**config.mk**
```make
export PLATFORM = sky130hd
export DESIGN_NAME = boot_cmd_ctrl
export DESIGN_NICKNAME = d
export VERILOG_FILES = /design/src/rtl/boot_pkg.sv /design/src/rtl/boot_abort_sync.sv /design/src/rtl/boot_cmd_decode.sv /design/src/rtl/boot_ack_port.sv /design/src/rtl/boot_cmd_ctrl.sv
export SDC_FILE = /design/constraint.sdc
export NUM_CORES = 1
export LEC_CHECK = 0
export BUFFER_PORTS_ARGS = -buffer_cell sky130_fd_sc_hd__buf_2
export CAP_MARGIN = 20
export CORE_ASPECT_RATIO = 0.75
export CORE_MARGIN = 2
export CORE_UTILIZATION = 44
export CTS_BUF_LIST = sky130_fd_sc_hd__clkbuf_8
export DETAILED_ROUTE_END_ITERATION = 8
export GPL_TIMING_DRIVEN = 1
export PLACE_DENSITY = 0.82
export SLEW_MARGIN = 0
export SYNTH_ARGS = -nofsm -noshare
export SYNTH_HDL_FRONTEND = slang
export SYNTH_SLANG_ARGS = --single-unit
```
**constraint.sdc**
```tcl
create_clock -name clk -period 2.1 [get_ports clk]
set_input_delay 0.42 -clock clk [delete_from_list [all_inputs] [get_ports clk]]
set_output_delay 0.42 -clock clk [all_outputs]
set_load 0.02 [all_outputs]
```
**src/rtl/boot_pkg.sv**
```systemverilog
package boot_pkg;
  typedef enum logic [2:0] {
    K_UNDEF, K_OP, K_PLL_ON, K_PLL_OFF, K_JMP_RAM, K_JMP_ROM
  } cmd_kind_t;

  typedef enum logic [2:0] {
    ST_VEC, ST_WAIT, ST_EXEC, ST_BUSY, ST_HOLD, ST_EXIT
  } boot_state_t;

  function automatic logic kind_acks(cmd_kind_t k);
    return (k == K_UNDEF) || (k == K_PLL_ON) || (k == K_PLL_OFF);
  endfunction

  function automatic logic kind_jumps(cmd_kind_t k);
    return (k == K_JMP_RAM) || (k == K_JMP_ROM);
  endfunction
endpackage

```
**src/rtl/boot_abort_sync.sv**
```systemverilog
module boot_abort_sync #(
  parameter int STAGES = 2
) (
  input  logic clk,
  input  logic rst_n,
  input  logic async_in,
  output logic rise
);
  logic [STAGES-1:0] chain;
  logic              last_q;

  always_ff @(posedge clk) begin
    if (!rst_n) begin
      chain  <= '0;
      last_q <= 1'b0;
    end else begin
      chain  <= {chain[STAGES-2:0], async_in};
      last_q <= chain[STAGES-1];
    end
  end

  assign rise = chain[STAGES-1] & ~last_q;

  a_r5_rise_single: assert property (@(posedge clk) disable iff (!rst_n)
    rise |=> !rise);
endmodule

```
**src/rtl/boot_cmd_decode.sv**
```systemverilog
module boot_cmd_decode
  import boot_pkg::*;
#(
  parameter logic [7:0] C_DL_RAM  = 8'h01,
  parameter logic [7:0] C_DL_EXT  = 8'h02,
  parameter logic [7:0] C_MTEST   = 8'h03,
  parameter logic [7:0] C_PLL_ON  = 8'h04,
  parameter logic [7:0] C_PLL_OFF = 8'h05,
  parameter logic [7:0] C_JMP_RAM = 8'h06,
  parameter logic [7:0] C_JMP_ROM = 8'h07
) (
  input  logic [7:0] cmd,
  output cmd_kind_t  kind
);
  always_comb begin
    if (cmd == C_DL_RAM || cmd == C_DL_EXT || cmd == C_MTEST) kind = K_OP;
    else if (cmd == C_PLL_ON)  kind = K_PLL_ON;
    else if (cmd == C_PLL_OFF) kind = K_PLL_OFF;
    else if (cmd == C_JMP_RAM) kind = K_JMP_RAM;
    else if (cmd == C_JMP_ROM) kind = K_JMP_ROM;
    else                       kind = K_UNDEF;
  end
endmodule

```
**src/rtl/boot_ack_port.sv**
```systemverilog
module boot_ack_port #(
  parameter int         DW       = 8,
  parameter logic [7:0] ACK_BYTE = 8'hED
) (
  input  logic          clk,
  input  logic          rst_n,
  input  logic          load,
  input  logic          rd_stb,
  output logic [DW-1:0] dout,
  output logic          full
);
  always_ff @(posedge clk) begin
    if (!rst_n) begin
      dout <= '0;
      full <= 1'b0;
    end else if (load) begin
      dout <= DW'(ACK_BYTE);
      full <= 1'b1;
    end else if (rd_stb && full) begin
      full <= 1'b0;
    end
  end

  a_r6_ack_value: assert property (@(posedge clk) disable iff (!rst_n)
    full |-> dout == DW'(ACK_BYTE));
  a_r7_stall: assert property (@(posedge clk) disable iff (!rst_n)
    (full && !rd_stb) |=> full);
endmodule

```
**src/rtl/boot_cmd_ctrl.sv**
```systemverilog
module boot_cmd_ctrl
  import boot_pkg::*;
#(
  parameter int          AW        = 20,
  parameter logic [19:0] BOOT_VEC  = 20'h20000,
  parameter logic [19:0] LOOP_VEC  = 20'h20400,
  parameter logic [19:0] RAM_BASE  = 20'h00000,
  parameter logic [19:0] ROM_BASE  = 20'h80000,
  parameter logic [7:0]  ACK_BYTE  = 8'hED,
  parameter logic [7:0]  C_DL_RAM  = 8'h01,
  parameter logic [7:0]  C_DL_EXT  = 8'h02,
  parameter logic [7:0]  C_MTEST   = 8'h03,
  parameter logic [7:0]  C_PLL_ON  = 8'h04,
  parameter logic [7:0]  C_PLL_OFF = 8'h05,
  parameter logic [7:0]  C_JMP_RAM = 8'h06,
  parameter logic [7:0]  C_JMP_ROM = 8'h07
) (
  input  logic          clk,
  input  logic          rst_n,
  input  logic          ext_mem_sel,
  input  logic [7:0]    host_din,
  input  logic          host_wr_stb,
  input  logic          host_rd_stb,
  output logic [7:0]    host_dout,
  output logic          obuf_full,
  output logic          port_8bit,
  output logic          pll_en,
  input  logic          abort_irq,
  output logic          op_start,
  output logic [7:0]    op_cmd,
  input  logic          op_done,
  output logic          op_abort,
  output logic [AW-1:0] fetch_addr,
  output logic          exit_stb,
  output logic [AW-1:0] exit_addr
);
  boot_state_t   state;
  cmd_kind_t     kind;
  logic [7:0]    cmd_q;
  logic          pll_q;
  logic [AW-1:0] exit_q;
  logic [AW-1:0] jump_target;
  logic          abort_rise;
  logic          in_exec, in_busy, op_end, ack_load;

  boot_abort_sync #(.STAGES(2)) u_sync (
    .clk(clk), .rst_n(rst_n), .async_in(abort_irq), .rise(abort_rise));

  boot_cmd_decode #(
    .C_DL_RAM(C_DL_RAM), .C_DL_EXT(C_DL_EXT), .C_MTEST(C_MTEST),
    .C_PLL_ON(C_PLL_ON), .C_PLL_OFF(C_PLL_OFF),
    .C_JMP_RAM(C_JMP_RAM), .C_JMP_ROM(C_JMP_ROM)
  ) u_dec (.cmd(cmd_q), .kind(kind));

  // Named events used by the FSM and the assertions.
  assign in_exec     = (state == ST_EXEC);
  assign in_busy     = (state == ST_BUSY);
  assign op_end      = in_busy && (op_done || abort_rise);
  assign ack_load    = (in_exec && kind_acks(kind)) || op_end;
  assign jump_target = (kind == K_JMP_ROM) ? AW'(ROM_BASE) : AW'(RAM_BASE);

  boot_ack_port #(.DW(8), .ACK_BYTE(ACK_BYTE)) u_ack (
    .clk(clk), .rst_n(rst_n), .load(ack_load), .rd_stb(host_rd_stb),
    .dout(host_dout), .full(obuf_full));

  always_ff @(posedge clk) begin
    if (!rst_n) begin
      state  <= ST_VEC;
      cmd_q  <= '0;
      pll_q  <= 1'b0;
      exit_q <= '0;
    end else begin
      unique case (state)
        ST_VEC: begin
          if (ext_mem_sel) begin
            exit_q <= AW'(ROM_BASE);
            state  <= ST_EXIT;
          end else begin
            state <= ST_WAIT;
          end
        end
        ST_WAIT: if (host_wr_stb) begin
          cmd_q <= host_din;
          state <= ST_EXEC;
        end
        ST_EXEC: begin
          if (kind == K_OP) state <= ST_BUSY;
          else if (kind_jumps(kind)) begin
            exit_q <= jump_target;
            state  <= ST_EXIT;
          end else begin
            if (kind == K_PLL_ON)  pll_q <= 1'b1;
            if (kind == K_PLL_OFF) pll_q <= 1'b0;
            state <= ST_HOLD;
          end
        end
        ST_BUSY: if (op_done || abort_rise) state <= ST_HOLD;
        ST_HOLD: if (host_rd_stb) state <= ST_WAIT;
        ST_EXIT: state <= ST_EXIT;
        default: state <= ST_VEC;
      endcase
    end
  end

  assign op_cmd    = cmd_q;
  assign op_start  = in_exec && (kind == K_OP);
  assign op_abort  = in_busy && abort_rise;
  assign exit_stb  = in_exec && kind_jumps(kind);
  assign exit_addr = exit_stb ? jump_target : exit_q;
  assign port_8bit = !in_busy;
  assign pll_en    = pll_q;
  assign fetch_addr = (state == ST_VEC)  ? AW'(BOOT_VEC) :
                      (state == ST_EXIT) ? exit_q : AW'(LOOP_VEC);

  a_r1_loop_vec: assert property (@(posedge clk) disable iff (!rst_n)
    (state == ST_VEC && !ext_mem_sel) |=> fetch_addr == AW'(LOOP_VEC));
  a_r2_start_pulse: assert property (@(posedge clk) disable iff (!rst_n)
    op_start |=> !op_start && !port_8bit);
  a_r3_busy_no_ack: assert property (@(posedge clk) disable iff (!rst_n)
    !port_8bit |-> !obuf_full);
  a_r5_abort_acks: assert property (@(posedge clk) disable iff (!rst_n)
    op_abort |=> obuf_full);
  a_r8_jump_no_ack: assert property (@(posedge clk) disable iff (!rst_n)
    exit_stb |=> !obuf_full && !exit_stb && fetch_addr == $past(exit_addr));
  a_r12_cmd_kept: assert property (@(posedge clk) disable iff (!rst_n)
    (obuf_full && host_wr_stb) |=> $stable(op_cmd));
endmodule

```
After elaboration in Yosys (flattened, before gate mapping)
Index checks and enable logic that the tools add are counted.
{ "totals": {"reg_bits": 37, "inputBits": 15, "output_inout_bits": 62, "elab_cells": 82} }
{ "op_classes": {"n_eq_ne": 23, "mux": 24, "bitwise_logic": 4, "n_reduce_logical": 23} }
{ "ops": {"columns": ["cell", "count"], "rows": [
  ["$mux W20", 7],
  ["$pmux W20 S2", 1],
  ["$eq A8 B3 Y1 const B", 4],
  ["$mux W3", 10],
  ["$pmux W3 S6", 1],
  ["$eq A8 B2 Y1 const B", 2],
  ["$eq A3 B2 Y1 const B", 4],
  ["$eq A3 B3 Y1 const B", 4],
  ["$eq A8 B1 Y1 const B", 1],
  ["$ne A2 B2 Y1 const B", 4],
  ["$reduce_and A4 Y1", 2],
  ["$logic_or A1 B1 Y1", 7],
  ["$eq A3 B1 Y1 const B", 2],
  ["$logic_and A1 B1 Y1", 6],
  ["$logic_not A3 Y1", 2],
  ["$reduce_bool A2 Y1", 3],
  ["$mux W1", 5],
  ["$ne A2 B1 Y1 const B", 2],
  ["$not A1 Y1", 3],
  ["$reduce_and A3 Y1", 1],
  ["$reduce_and A2 Y1", 1],
  ["$and A1 B1 Y1", 1],
  ["$logic_not A1 Y1", 1]
]} }

Longest topological paths before layout
Gate-level depths: netlist (run 1).
{ "depth": {"word_depth": 12, "depth_mapped": 5, "ltp_nobuf": 4} }

Hierarchy
A second synthesis (run 1) with hierarchy kept.
{ "unflattened": {"cells_unflattened": 147, "area_unflattened_um2": 1272.5} }
{ "modules_own_cells": {"columns": ["mod", "n_inst", "cells_per_inst", "area_each_um2", "seq_area_each_um2"], "rows": [
  ["boot_cmd_ctrl", 1, 120, 997.2, 260.2],
  ["boot_ack_port", 1, 13, 125.1, 40.0],
  ["boot_abort_sync", 1, 7, 92.6, 60.1],
  ["boot_cmd_decode", 1, 7, 57.6, 0.0]
]} }

Worst setup path before layout (run 1)
Ideal clock, no wire load.
{ "synth_path": {"path_type": "register to output", "start": "register cmd_q[7] (netlist: op_cmd[7])", "end": "output port exit_addr[19]", "arrival_ns": 1.854, "t_required_ns": 1.680, "slack_ns": -0.174, "path_stages_with_launch": 6, "path_buffers": 1, "path_cell_list": "dfxtp_1 or4_4 buf_6 nor4_4 nand2_1 o21ai_0"} }
{ "synth_between": {"elab_chain_cells": 10, "word_cells_on_any_way": 20, "cone_classes": "eq/ne: 9; mux: 7; reduce/logical: 4"} }
{ "synth_lines": {"columns": ["item", "line", "text"], "rows": [
  ["from (decl)", "boot_cmd_ctrl.sv:39", "logic [7:0] cmd_q;"],
  ["from (signal assigned)", "boot_cmd_ctrl.sv:83", "cmd_q <= host_din;"],
  ["$eq A8 B3 Y1", "boot_cmd_decode.sv:20", "else if (cmd == C_JMP_ROM) kind = K_JMP_ROM;"],
  ["$mux W3", "boot_cmd_decode.sv:20", null],
  ["$mux W3", "boot_cmd_decode.sv:19", "else if (cmd == C_JMP_RAM) kind = K_JMP_RAM;"],
  ["$mux W3", "boot_cmd_decode.sv:18", "else if (cmd == C_PLL_OFF) kind = K_PLL_OFF;"],
  ["$mux W3", "boot_cmd_decode.sv:17", "else if (cmd == C_PLL_ON) kind = K_PLL_ON;"],
  ["$mux W3 *", "boot_cmd_decode.sv:16", "if (cmd == C_DL_RAM || cmd == C_DL_EXT || cmd == C_MTEST) kind = K_OP;"],
  ["$eq A3 B3 Y1", "boot_pkg.sv:15", "return (k == K_JMP_RAM) || (k == K_JMP_ROM);"],
  ["$logic_or A1 B1 Y1 *", "boot_pkg.sv:15", null],
  ["$logic_and A1 B1 Y1 *", "boot_cmd_ctrl.sv:108", "assign exit_stb = in_exec && kind_jumps(kind);"],
  ["via exit_stb", "boot_cmd_ctrl.sv:34", "output logic exit_stb,"],
  ["$mux W20 *", "boot_cmd_ctrl.sv:109", "assign exit_addr = exit_stb ? jump_target : exit_q;"],
  ["to (decl)", "boot_cmd_ctrl.sv:35", "output logic [AW-1:0] exit_addr"]
]} }
The timed path passes the listed nets; every way through them passes the cells marked *.

Final worst setup path (run 1)
{ "layout_path": {"start": "register cmd_q[5] (netlist: op_cmd[5])", "end": "output port exit_addr[19]"} }
{ "layout_between": {"elab_chain_cells": 10, "word_cells_on_any_way": 20, "cone_classes": "eq/ne: 9; mux: 7; reduce/logical: 4"} }
{ "layout_lines": {"columns": ["item", "line"], "rows": [
  ["$eq A8 B3 Y1", "boot_cmd_decode.sv:20"],
  ["$mux W3", "boot_cmd_decode.sv:20"],
  ["$mux W3", "boot_cmd_decode.sv:19"],
  ["$mux W3", "boot_cmd_decode.sv:18"],
  ["$mux W3", "boot_cmd_decode.sv:17"],
  ["$mux W3 *", "boot_cmd_decode.sv:16"],
  ["$eq A3 B3 Y1 (on tied branches)", "boot_pkg.sv:15, boot_cmd_ctrl.sv:60"],
  ["$logic_or A1 B1 Y1", "boot_pkg.sv:15"],
  ["$logic_and A1 B1 Y1", "boot_cmd_ctrl.sv:108"],
  ["$mux W20 *", "boot_cmd_ctrl.sv:109"]
]} }
Mark *: on every way between the ends. The rest lies on a longest branch, timed or not.

==> impl_metrics.env, run 1 <==
export IMPL_status="finished clean"
export IMPL_yosysSeqAreaShare_pct=28.51
export IMPL_internal_power_uw=905.9
export IMPL_fin_crit_sh_pct=99.68
export IMPL_combPwrFrac_pct=53.7
export IMPL_critPathCapture="exit_addr[19]"
export IMPL_drive_above_1_share_pct=29.35
export IMPL_r2r_slack_ns=0.32
export IMPL_path_delay_family="simple AND/OR/NAND/NOR gates"
export IMPL_path_class="register to output pin"
export IMPL_cp_max_fo=4
export IMPL_die_area_um2=3321
export IMPL_crit_chain="or4_4 -> nor4_4 -> buf_4 -> o21ai_2 -> buf_6"
export IMPL_rr_endpoint="u_ack.full"
export IMPL_yosysMostFrequentCell="buf_4"
export IMPL_pre_cts_slack_ns=0.1779
export IMPL_cts_sink_count=18
export IMPL_seq_power_share_pct=28.4
export IMPL_syn_area_per_cell_um2=8.481
export IMPL_die_w_um=65.88
export IMPL_cts_made_buffers=3
export IMPL_ir_drop_uv=461.3
export IMPL_io_buffers=38
export IMPL_grt_pass1_wl_um=3746
export IMPL_arrival_ns=1.67
export IMPL_synth_async_reset_ratio_pct=0
export IMPL_root_buffer="clkbuf_8"
export IMPL_fin_ws_ns=0.006760
export IMPL_cp_slowest_cell="or4_4"
export IMPL_crit_path_max_incr_delay_ns=0.59
export IMPL_synth_warnings=0
export IMPL_drc=0
export IMPL_worstRegToRegCells=5
export IMPL_pwr_density_cell_nw_per_um2=1160
export IMPL_area_growth_pct=10.99
export IMPL_switching_share_pct=44.31
export IMPL_slew_violations=0
export IMPL_initialDrtViolationCount=40
export IMPL_synth_commonest_cells="43 x buf_4, 18 x dfxtp_1, 12 x nor2b_1, 8 x mux2i_1, 7 x nand2_1"
export IMPL_rsz0062_at_grt="yes"
export IMPL_crit_path_start="op_cmd[5]"
export IMPL_final_nets=200
export IMPL_cap_violations=0
export IMPL_worst_pin_slew_ns=0.5371
export IMPL_synth_top_area_cell="dfxtp_1"
export IMPL_wirelength_um=2509
export IMPL_core_region_area_um2=2663
export IMPL_initial_core_util_pct=47.46
export IMPL_grt_pass1_vias=764
export IMPL_cp_required_ns=1.68
export IMPL_first_pass_iters=4
export IMPL_r2r_start="op_cmd[5]"
export IMPL_p_leak_uw=0.0006739
export IMPL_pwr_share_clk_pct=17.9
export IMPL_ys_flop_type="dfxtp_1"
export IMPL_vias=981
export IMPL_path_clk_slew_ns=0.07
export IMPL_synthTopCellsByArea="dfxtp_1 29%, buf_4 26%, mux2i_1 6.3%, nor2b_1 5.9%, nand3b_1 2.4%"
export IMPL_globalplace_congestion=0.8364
export IMPL_die_h_um=50.41
export IMPL_worst_path_stages=5
export IMPL_synth_top_area_share_pct=28.51
export IMPL_overflow=0
export IMPL_clk_latency_ns=0.26
export IMPL_stdcell_area_um2=1403
export IMPL_synth_edf_count=0
export IMPL_grt_usage_pct=14.62
export IMPL_skew_ns=0.003030
export IMPL_hold_viol=0
export IMPL_synth_cell_types=36
export IMPL_crit_buf_inv=2
export IMPL_floorplan_rows=16
export IMPL_hp_class="input pin to register"
export IMPL_switching_power_uw=720.7
export IMPL_clock_fmax_mhz=477.7
export IMPL_relSlewSlack_pct=64.19
export IMPL_dp_hpwl_um=1865
export IMPL_avgRoutedWirePerCell_um=11.40
export IMPL_cts_max_path_buffers=2
export IMPL_ant_nets=0
export IMPL_worstSetupStartpointType="register"
export IMPL_setup_viol=0
export IMPL_grt_antenna_before_repair=0
export IMPL_synth_cells=149
export IMPL_yosys_register_bits=18
export IMPL_cts_tree="done"
export IMPL_grt_max_degree=22
export IMPL_finalCriticalPeriod_ns=2.093
export IMPL_n_antenna_cell=0
export IMPL_htreeDepth=1
export IMPL_worst_setup_path_end_kind="output pin"
export IMPL_syn_area_um2=1264
export IMPL_placed_area_um2=1306
export IMPL_viasPerCell=4.459
export IMPL_ioPinCount=77
==> worst register-to-register path: stages, from the launching register on <==
cell       delay (ns)
dfxtp_2          0.32
or4_4            0.59
buf_4            0.18
or2_1            0.25
o2111ai_1        0.25
nand2_1          0.07
==> power by group through the flow <==
| stage | logic, µW | registers [µW] | clock network (µW) |
|---|---|---|---|
| after floorplan | 677 | 512 | 0 |
| after global placement | 816 | 466 | 0 |
| after detailed placement | 824 | 470 | 0 |
| after CTS | 857 | 462 | 298 |
| after global routing | 944 | 476 | 310 |
| final | 873 | 462 | 291 |
==> cells by family (layout without fill, tap and decap cells) <==
family	after synthesis	count (layout)	share of synthesized area (%)
buffers and inverters	53	51	29.21
and+or+nand+nor	48	48	24.26
AOI/OAI and AO/OA	20	20	10.69
DFF	18	18	28.52
muxes	8	8	6.337
other	1	38	0.2967
xor gates and xnor gates	1	1	0.6932
==> cell usage in the layout (no fill, tap or decap), drive strengths merged <==
master | Yosys | final
a21boi | 1 | 1
a21oi | 5 | 5
a32o | 1 | 1
and2 | 4 | 4
and3 | 2 | 2
buf | 45 | 44
clkbuf | 5 | 4
conb | 1 | 38
dfxtp | 18 | 18
inv | 3 | 3
mux2i | 8 | 8
nand2 | 7 | 7
nand2b | 3 | 3
nand3b | 4 | 4
nor2 | 5 | 5
nor2b | 12 | 12
nor3 | 2 | 2
nor3b | 2 | 2
nor4 | 2 | 2
o2111ai | 1 | 1
o211ai | 1 | 1
o21ai | 4 | 4
o21bai | 1 | 1
o22ai | 1 | 1
o311ai | 1 | 1
o31ai | 2 | 2
o32a | 1 | 1
o41ai | 1 | 1
or2 | 3 | 3
or4 | 1 | 1
or4bb | 1 | 1
xnor2 | 1 | 1
==> flip-flops by register name, summed over array words and instances (netlist names) <==
| name | count |
|---|---|
| exit_q | 1 |
| op_cmd | 8 |
| pll_en | 1 |
| state | 3 |
| u_ack.dout | 1 |
| u_ack.full | 1 |
| u_sync.chain | 2 |
| u_sync.last_q | 1 |
==> layout make-up <==
| cell class | instances | area [µm²] |
|---|---|---|
| clock buffer | 4 | 55.05 |
| fill | 270 | 1260 |
| inverter | 3 | 11.26 |
| multi-input combinational | 115 | 685.7 |
| sequential | 18 | 361.6 |
| tap | 36 | 45.04 |
| timing repair buffer | 44 | 244.0 |
==> stage by stage <==
stage	total power, µW	cells	hold slack [ns]	TNS, ns	util, %
after floorplan	1189	186	0.4119	-0.0005780	-
after global placement	1281	213	0.4137	0	49.06
after detailed placement	1294	213	0.4228	0	49.06
after CTS	1617	220	0.3652	-0.1848	52.35
after global routing	1730	220	0.3763	-0.1039	52.68
final	1627	220	0.3670	0	52.68
==> routing by layer <==
metal  share of wire (%)  global-route usage [%]  up-vias
met3                 7.9                   6.054        2
met1                  49                   21.12      451
met5                   0                       0        -
li1                    -                       -      487
met4                0.32                   2.083        0
met2                  43                   20.54       41
==> worst min-delay path by stage <==
stage                         start               to  slack [ns]  cells past startpoint
floorplan           u_sync.chain[0]  u_sync.chain[1]        0.41                      1
global placement    u_sync.chain[0]  u_sync.chain[1]        0.41                      1
detailed placement  u_sync.chain[0]  u_sync.chain[1]        0.42                      1
CTS                       abort_irq  u_sync.chain[0]        0.37                      2
global route              abort_irq  u_sync.chain[0]        0.38                      2
finish                    abort_irq  u_sync.chain[0]        0.37                      2
==> timing repair <==
action / 4_1_cts / 5_1_grt
setup buffers: 3 / 0
resized for setup: 4 / 1
hold buffers: 0 / 0
hold endpoints to repair: 0 / 0
endpoints found under the setup margin: 2 / 3
pin swaps: 2 / 2
cloned: 0 / 0
No activity file was read; power rests on OpenSTA's default activity.
==> inputs of run 2 (changes only) <==
clock period = 2.15 ns   (was 2.1 ns; I/O delays follow)
==> impl_metrics.env, run 2 (synthesis results as in run 1) <==
export IMPL_ioPinCount=77
export IMPL_initialDrtViolationCount=33
export IMPL_io_buffers=38
export IMPL_pwr_density_cell_nw_per_um2=1140
export IMPL_cp_max_fo=4
export IMPL_fin_crit_sh_pct=101.3
export IMPL_cp_required_ns=1.72
export IMPL_worst_pin_slew_ns=0.5422
export IMPL_first_pass_iters=4
export IMPL_path_clk_slew_ns=0.07
export IMPL_avgRoutedWirePerCell_um=11.39
export IMPL_grt_pass1_wl_um=3677
export IMPL_fillerInstances=277
export IMPL_overflow=0
export IMPL_skew_ns=0.002181
export IMPL_drc=0
export IMPL_largest_reg_flops=8
export IMPL_vias=988
export IMPL_viasPerCell=4.511
export IMPL_ant_nets=0
export IMPL_worstSetupStartpointType="register"
export IMPL_arrival_ns=1.75
export IMPL_drive_above_1_share_pct=28.96
export IMPL_cts_max_path_buffers=2
export IMPL_core_region_area_um2=2663
export IMPL_violations="setup timing"
export IMPL_path_class="register to output pin"
export IMPL_worst_setup_path_end_kind="output pin"
export IMPL_finalCriticalPeriod_ns=2.178
export IMPL_p_leak_uw=0.0006682
export IMPL_die_h_um=50.41
export IMPL_die_area_um2=3321
export IMPL_setup_viol=1
export IMPL_floorplan_rows=16
export IMPL_clk_latency_ns=0.25
export IMPL_grt_pass1_vias=785
export IMPL_globalplace_congestion=0.7963
export IMPL_htreeDepth=1
export IMPL_grt_antenna_before_repair=0
export IMPL_final_nets=199
export IMPL_slew_violations=0
export IMPL_layout_common_cells="38 x conb_1, 36 x buf_2, 17 x dfxtp_1"
export IMPL_wirelength_um=2494
export IMPL_status="finished with violations"
export IMPL_finalPower_uw=1591
export IMPL_setup_tns_ns=-0.02770
export IMPL_initial_core_util_pct=47.46
export IMPL_grt_max_degree=22
export IMPL_cts_sink_count=18
export IMPL_hp_class="input pin to register"
export IMPL_ir_drop_uv=525.5
export IMPL_hold_viol=0
export IMPL_cts_made_buffers=3
export IMPL_relSlewSlack_pct=63.85
export IMPL_cap_violations=0
export IMPL_clock_fmax_mhz=459.2
export IMPL_grt_usage_pct=14.29
export IMPL_regArea_um2=361.6
export IMPL_root_buffer="clkbuf_8"
export IMPL_cts_tree="done"
export IMPL_fin_ws_ns=-0.02770
export IMPL_die_w_um=65.88
export IMPL_final_common_cell="conb_1"
export IMPL_area_growth_pct=10.40
export IMPL_cts_hold_buf=0
export IMPL_rsz0062_at_grt="yes"
export IMPL_multi_input_area_um2=685.7
export IMPL_dp_hpwl_um=1866
export IMPL_final_core_util_pct=52.40
export IMPL_n_antenna_cell=0
run 2: cell count changes in the layout (fill, tap and decap cells not counted), sizes merged:
cell,previous run,this run
buf,44,43
run 2: final cells by class:
class                      count  area share, %
tap                           36          3.229
sequential                    18          25.92
timing repair buffer          43          16.95
multi-input combinational    115          49.15
inverter                       3         0.8072
clock buffer                   4          3.946
run 2: critical path: stages (launching register included):
cell	delay [ns]
dfxtp_2	0.32
or4_4	0.58
nor4_4	0.24
nand2_1	0.14
o21ai_2	0.08
buf_6	0.13
run 2: worst paths after layout:
check,slack (ns),startpoint,cells past startpoint,endpoint
hold reg to reg,0.44,u_sync.chain[0],1,u_sync.chain[1]
setup reg to reg,0.38,op_cmd[7],5,u_ack.full
hold / removal,0.38,abort_irq,2,u_sync.chain[0]
setup / recovery,-0.03,op_cmd[7],5,exit_addr[19]
run 2: metal layers:
layer  vias up  share of wire, %  GRT usage, %
met5         -                 0             0
met2        35                47         22.90
met3         2               6.1         4.933
li1        491                 -             -
met1       460                47         19.32
met4         0              0.48         1.042
run 2: per-stage QoR:
step | hold WS, ns | cell area, µm² | worst slack (ns) | cells
after CTS | 0.3802 | 1361 | -0.05940 | 217
after global placement | 0.4132 | 1306 | 0.2566 | 213
after floorplan | 0.4119 | 1406 | 0.03942 | 186
after detailed placement | 0.4189 | 1306 | 0.2285 | 213
final | 0.3810 | 1395 | -0.02770 | 219
after global routing | 0.3776 | 1395 | -0.1424 | 219
run 2: timing repair:
action,CTS,global route
pin swaps,0,1
setup endpoints to repair,1,3
buffers inserted,0,2
resized for setup,0,5
run 2: where the power goes:
group,leakage [µW],internal (µW),switching [µW]
clock network,0.0000288,163,113
logic,0.000492,328,534
registers,0.000148,402,51.3
total,0.000668,892,699
==> inputs of run 3 (changes only) <==
clock period = 2.2 ns   (was 2.15 ns; I/O delays follow)
==> impl_metrics.env, run 3 (synthesis results as in run 1) <==
export IMPL_status="finished clean"
export IMPL_htreeDepth=1
export IMPL_globalplace_congestion=0.8422
export IMPL_die_w_um=65.88
export IMPL_finalPower_uw=1493
export IMPL_gr_usage_met1_pct=18.38
export IMPL_drc=0
export IMPL_cts_tree="done"
export IMPL_grt_pass1_vias=710
export IMPL_pre_cts_slack_ns=0.2907
export IMPL_first_pass_iters=4
export IMPL_hold_viol=0
export IMPL_n_antenna_cell=0
export IMPL_cp_max_fo=6
export IMPL_initial_core_util_pct=47.46
export IMPL_path_clk_slew_ns=0.06
export IMPL_viasPerCell=4.415
export IMPL_use_met3_pct=5.605
export IMPL_combPwrFrac_pct=52.2
export IMPL_avgRoutedWirePerCell_um=10.61
export IMPL_dp_hpwl_um=1822
export IMPL_p_leak_uw=0.0006537
export IMPL_slew_violations=0
export IMPL_grt_use_met2_pct=19.53
export IMPL_fin_crit_sh_pct=98.72
export IMPL_ioPinCount=77
export IMPL_grt_max_degree=22
export IMPL_multi_input_area_um2=673.1
export IMPL_worstSetupStartpointType="register"
export IMPL_floorplan_rows=16
export IMPL_path_delay_family="simple AND/OR/NAND/NOR gates"
export IMPL_rsz0062_at_grt="yes"
export IMPL_instances_no_fill=217
export IMPL_clk_latency_ns=0.26
export IMPL_hold_worst_slack_ns=0.4004
export IMPL_overflow=0
export IMPL_die_h_um=50.41
export IMPL_cp_slowest_cell="or4_4"
export IMPL_r2r_slack_ns=0.56
export IMPL_arrival_ns=1.73
export IMPL_grt_pass1_wl_um=3401
export IMPL_root_buffer="clkbuf_8"
export IMPL_cp_required_ns=1.76
export IMPL_die_area_um2=3321
export IMPL_area_growth_pct=7.524
export IMPL_internal_power_uw=839.7
export IMPL_cts_sink_count=18
export IMPL_crit_path_max_incr_delay_ns=0.59
export IMPL_regArea_um2=361.6
export IMPL_clock_fmax_mhz=460.5
export IMPL_post_place_cells=213
export IMPL_switching_power_uw=652.8
export IMPL_switching_share_pct=43.74
export IMPL_ctsResizeCount=0
export IMPL_worst_setup_path_end_kind="output pin"
export IMPL_final_nets=197
export IMPL_skew_ns=0.006130
export IMPL_largest_reg_flops=8
export IMPL_seq_power_share_pct=29.7
export IMPL_ant_nets=0
export IMPL_vias=958
export IMPL_grt_usage_pct=13.58
export IMPL_wirelength_um=2303
export IMPL_crit_buf_inv=1
export IMPL_finalCriticalPeriod_ns=2.172
export IMPL_layout_common_cells="38 x conb_1, 38 x buf_2, 17 x dfxtp_1"
export IMPL_cap_violations=0
export IMPL_fillerInstances=277
export IMPL_io_buffers=38
export IMPL_path_class="register to output pin"
export IMPL_post_cts_buffers=0
export IMPL_initialDrtViolationCount=31
export IMPL_grt_busiest_layer="met2"
export IMPL_cts_max_path_buffers=2
export IMPL_hp_class="input pin to register"
export IMPL_setup_viol=0
export IMPL_core_region_area_um2=2663
export IMPL_drive_above_1_share_pct=27.62
export IMPL_pwr_density_cell_nw_per_um2=1098
export IMPL_cts_made_buffers=3
export IMPL_cts_hold_buf=0
export IMPL_crit_chain="or4_4 -> nor4_4 -> nand2_1 -> o21ai_0 -> buf_2"
export IMPL_grt_antenna_before_repair=0
export IMPL_ir_drop_uv=457.6
export IMPL_pwr_share_clk_pct=18.1
export IMPL_fin_ws_ns=0.02822
==> run 3: cell count changes in the layout (fill, tap and decap cells not counted), sizes merged <==
cell / delta
buf: -2
==> run 3: per-stage QoR <==
stage	TNS [ns]	area (µm²)	util, %
final	0	1359	51.03
after detailed placement	0	1303	48.92
after floorplan	0	1403	-
after global placement	0	1303	48.92
after global routing	-0.08936	1359	51.03
after CTS	0	1358	50.99
==> run 3: layout make-up <==
| type | instances | area share [%] |
|---|---|---|
| multi-input cells | 115 | 49.54 |
| repair buffers | 41 | 15.65 |
| well taps | 36 | 3.315 |
| clock buffers | 4 | 4.052 |
| inverters | 3 | 0.8287 |
| flip-flops and latches | 18 | 26.61 |
==> run 3: layer usage <==
metal | vias up | wire [µm]
li1 | 482 | -
met1 | 431 | 1030
met2 | 43 | 1084
met3 | 2 | 180
met4 | 0 | 7
met5 | - | 0
==> run 3: path summary, 6_finish.rpt <==
kind / start / end / depth (start not counted)
setup / recovery: op_cmd[7] / exit_addr[19] / 5
hold / removal: abort_irq / u_sync.chain[0] / 2
setup reg to reg: op_cmd[7] / u_ack.full / 4
hold reg to reg: u_sync.chain[0] / u_sync.chain[1] / 1
==> run 3: power by group through the flow <==
stage / clock network, µW / logic [µW] / registers, µW
5_1_grt: 296 / 844 / 453
4_1_cts: 278 / 779 / 443
2_1_floorplan: 0 / 642 / 489
6_report: 270 / 780 / 443
3_3_place_gp: 0 / 771 / 445
3_5_place_dp: 0 / 778 / 449
==> run 3: worst reg2reg max path, cell delays in order (launching register included) <==
cell and delay [ns]:
dfxtp_2 0.32, or4_4 0.59, or2_1 0.28, o2111ai_1 0.25, nand2_1 0.08
